[config.mk]
export PLATFORM = sky130hd
export DESIGN_NAME = pam4_bbpd
export DESIGN_NICKNAME = d
export VERILOG_FILES = /design/src/rtl/pam4_bbpd.sv
export SDC_FILE = /design/constraint.sdc
export NUM_CORES = 1
export LEC_CHECK = 0
export ABC_AREA = 1
export BUFFER_PORTS_ARGS = -buffer_cell sky130_fd_sc_hd__buf_4
export CAP_MARGIN = 30
export CELL_PAD_IN_SITES_DETAIL_PLACEMENT = 1
export CELL_PAD_IN_SITES_GLOBAL_PLACEMENT = 1
export CORE_MARGIN = 4
export CORE_UTILIZATION = 32
export CTS_CLUSTER_DIAMETER = 100
export DETAILED_ROUTE_END_ITERATION = 10
export PLACE_DENSITY_LB_ADDON = 0.1
export REMOVE_ABC_BUFFERS = 1
export SETUP_SLACK_MARGIN = 0.5
export SLEW_MARGIN = 20
export SYNTH_ARGS = -nofsm -noshare
export SYNTH_HDL_FRONTEND = slang
export SYNTH_SLANG_ARGS = --single-unit
export TNS_END_PERCENT = 20
[constraint.sdc]
create_clock -name clk -period 1.65 [get_ports clk]
set_clock_uncertainty 0.1 [all_clocks]
set_input_delay 0 -clock clk [delete_from_list [all_inputs] [get_ports clk]]
set_output_delay 0 -clock clk [all_outputs]
set_load 0.05 [all_outputs]
[src/rtl/pam4_bbpd.sv]
module pam4_bbpd #(
  parameter int CNT_W  = 8,
  parameter bit CNT_EN = 1'b1
) (
  input  logic             clk,
  input  logic             rst,
  input  logic             sym_valid,
  input  logic             prev_msb,
  input  logic             prev_lsb,
  input  logic             cur_msb,
  input  logic             cur_lsb,
  input  logic             edge_bit,
  input  logic             freq_lock,
  input  logic             adapt_done,
  output logic             p_up,
  output logic             p_dn,
  output logic [CNT_W-1:0] up_count,
  output logic [CNT_W-1:0] dn_count
);

  localparam logic [CNT_W-1:0] CNT_MAX = {CNT_W{1'b1}};

  logic [1:0] lvl_prev, lvl_cur;
  logic [2:0] lvl_sum;
  logic       moved, centre, qualify, want_up, want_dn;

  assign lvl_prev = {prev_msb, prev_msb ^ prev_lsb};
  assign lvl_cur  = {cur_msb,  cur_msb  ^ cur_lsb};
  assign lvl_sum  = {1'b0, lvl_prev} + {1'b0, lvl_cur};
  assign moved    = lvl_prev != lvl_cur;
  assign centre   = lvl_sum == 3'd3;
  assign qualify  = sym_valid & freq_lock & moved & (~adapt_done | centre);
  assign want_up  = qualify & (edge_bit == prev_msb);
  assign want_dn  = qualify & (edge_bit != prev_msb);

  always_ff @(posedge clk) begin
    if (rst) begin
      p_up <= 1'b0;
      p_dn <= 1'b0;
    end else begin
      p_up <= want_up;
      p_dn <= want_dn;
    end
  end

  generate
    if (CNT_EN) begin : g_cnt
      always_ff @(posedge clk) begin
        if (rst) begin
          up_count <= '0;
          dn_count <= '0;
        end else begin
          if (want_up && up_count != CNT_MAX) up_count <= up_count + 1'b1;
          if (want_dn && dn_count != CNT_MAX) dn_count <= dn_count + 1'b1;
        end
      end
    end else begin : g_nocnt
      assign up_count = '0;
      assign dn_count = '0;
    end
  endgenerate

endmodule


==> qor.csv <==
stage,metric,value,unit
routing,Vias,1189,
status,status,finished clean,
die,FP Rows,21,
clock_network,root cell of the clock tree,clkbuf_4,
timing,final setup violation count,0,
finish,synthesis-to-layout area growth,41.3,%
clock_network,clock latency on the worst-skew pair,0.30,ns
routing,WL/cell,11.6,um
logic_synthesis,Synth Area in Adders,6.31,%
routing,final antenna-violating net count,0,
die,die area,4470,um^2
finish,most frequent cells in the layout,"nand2_1 (54), nor2_1 (44), buf_4 (30)",
power,peak supply drop,0.222,mV
setup_path,critical setup path kind,input pin to flop,
logic_synthesis,sequential cell area fraction in the yosys report,32.5,%
timing,crit path time final,1.51,ns
timing,fin. max-slew vios,0,
placement,DP Wirelength,2360,um
logic_synthesis,Yosys cell types,22,
timing,unrepaired setup endpoints after global routing,yes,
logic_synthesis,main combinational cell family by area after synthesis,simple AND/OR/NAND/NOR gates,
power,Leak Pwr,0.000737,uW
finish,"Cell Count, Final, Fillers Out",261,
setup_path,Critical Path Fanout Max,7,
timing,Rel. slew slack,63.6,%
global_route,Overall Global Routing Usage,15.5,%
global_route,grt ovf,0,
global_route,vias in the first global route,1259,
placement,port buffer count,27,
finish,"Core Util, Final",47.0,%
clock_network,clock buffer depth,2,
die,io pins,28,
setup_path,startpoint types,input pin,
finish,post-route cell area,1570,um^2
die,Die Y,66.9,um
setup_path,Crit path arrival time,1.62,ns
placement,DP Area,1400,um^2
logic_synthesis,Synth Area in Simple Gates,49.6,%
routing,drt first pass iters,3,
logic_synthesis,post-synthesis cell count,177,
logic_synthesis,Synth Area per Inst,6.27,um^2
routing,DRC,0,
clock_network,CTS tree,done,
setup_path,Crit path required time,1.76,ns
logic_synthesis,Syn. warnings,0,
die,Die Wd,66.9,um
clock_network,H-tree Lvls,1,
clock_network,Clock transition at path regs,0.11,ns
routing,drt first-iter violations,34,
logic_synthesis,mux cell area share after synthesis,0,%
logic_synthesis,Compound-Gate Fraction of Synth Area,1.35,%
finish,ant diodes,0,
power,Power Dens Cells,587,nW/um^2
die,Core ar.,3340,um^2
placement,Routability Congestion,0.757,
global_route,largest net degree at the start of global routing,17,
finish,share of layout cells above drive strength 1,30.7,%
die,Starting Density,33.3,%
timing,slew of the pin with the lowest slew margin,0.546,ns
setup_path,Worst setup EP type,flop,
routing,Routed WL,3030,um
global_route,global-route wire length before repair,5310,um
timing,Final Cycle Share,91.6,%
global_route,initial antenna violation count,0,
timing,"Hold Violations, Final",0,
clock_network,CTS buffer count,3,
finish,"most common cell after layout, fill and taps aside",nand2_1,
placement,dpl cells,253,
finish,layout net count,231,
logic_synthesis,Yosys reg bits,18,
timing,fmax,662,MHz
routing,Via density,4.56,
clock_network,CTS Sinks,18,
min_path,Worst Hold Class,input pin to flop,
timing,setup TNS,0,ns
logic_synthesis,Synth Area in XOR/XNOR,2.37,%
logic_synthesis,Post-Synthesis Cell Area,1110,um^2
run,max capacitance violation total,0,
final cells by class:
class | instances | area (um^2)
repair buffers | 35 | 284
multi-input cells | 136 | 739
inverters | 22 | 82.6
well taps | 46 | 57.6
flip-flops and latches | 18 | 368
fillers | 453 | 1770
clock buffers | 4 | 36.3
synthesized netlist by cell type, drive strengths merged:
| cell | number | share of area (%) |
|---|---|---|
| a21oi | 1 | 0.45 |
| buf | 1 | 0.45 |
| dfxtp | 18 | 32 |
| fa | 1 | 1.8 |
| ha | 4 | 4.5 |
| inv | 22 | 7.4 |
| nand2 | 58 | 20 |
| nand3 | 6 | 5.4 |
| nand4 | 3 | 2.3 |
| nor2 | 55 | 20 |
| nor3 | 1 | 0.45 |
| nor3b | 1 | 0.68 |
| o21ai | 2 | 0.90 |
| or2 | 1 | 0.56 |
| xnor2 | 1 | 0.79 |
| xor2 | 2 | 1.6 |
critical path: stages:
cell     delay, ns
buf_8         0.10
xor2_2        0.16
ha_2          0.18
fa_1          0.50
nand3_2       0.09
nand2_4       0.12
nand3_4       0.17
nor2_4        0.13
nand2_1       0.06
nand2_1       0.06
nor2_1        0.05
power breakdown:
part           switching (uW)  internal [uW]  leakage (uW)  total [uW]
registers                7.87            442      0.000148         450
logic                     111           71.9      0.000569         183
clock network             152            135     0.0000210         287
flip-flops by register name, summed over array words and instances, names as in the netlist:
name / count
p_dn: 1
up_count: 8
dn_count: 8
p_up: 1
path summary, 6_finish.rpt:
kind	from	end	slack, ns	depth (start not counted)
max	cur_msb	up_count[3]	0.14	11
min	adapt_done	dn_count[6]	0.02	5
max reg2reg	dn_count[1]	dn_count[5]	0.20	10
min reg2reg	dn_count[4]	dn_count[4]	0.43	2
through the flow:
stage / hold WS, ns / total power, uW / setup WS (ns)
after floorplan: -0.0276 / 562 / -0.0797
after global placement: 0.0740 / 614 / -0.216
after detailed placement: 0.0780 / 624 / -0.287
after CTS: 0.00323 / 942 / 0.118
after global routing: 0.0444 / 971 / 0.0304
final: 0.0195 / 920 / 0.139
cells by family after synthesis:
logic type               Yosys count
AO/OA/AOI/OAI                      3
XOR/XNOR                           3
adder cells (fa/ha/maj)            5
buffers and inverters             23
flip-flops                        18
AND/OR/NAND/NOR                  125
routing by layer:
metal | vias to the layer above | routed length (um) | track usage (%)
li1 | 609 | - | -
met1 | 563 | 1230 | 15.2
met2 | 13 | 1690 | 31.7
met3 | 4 | 74 | 2.19
met4 | 0 | 37 | 5.82
met5 | - | 0 | 0
repair_timing:
item,CTS,global route
hold buffers,1,0
endpoints found under the hold margin,2,0
pin swaps,13,5
gates cloned,0,0
buffers inserted,3,0
setup endpoints to repair,18,19
gates resized for setup,22,9
(Power assumes the default switching activity.)
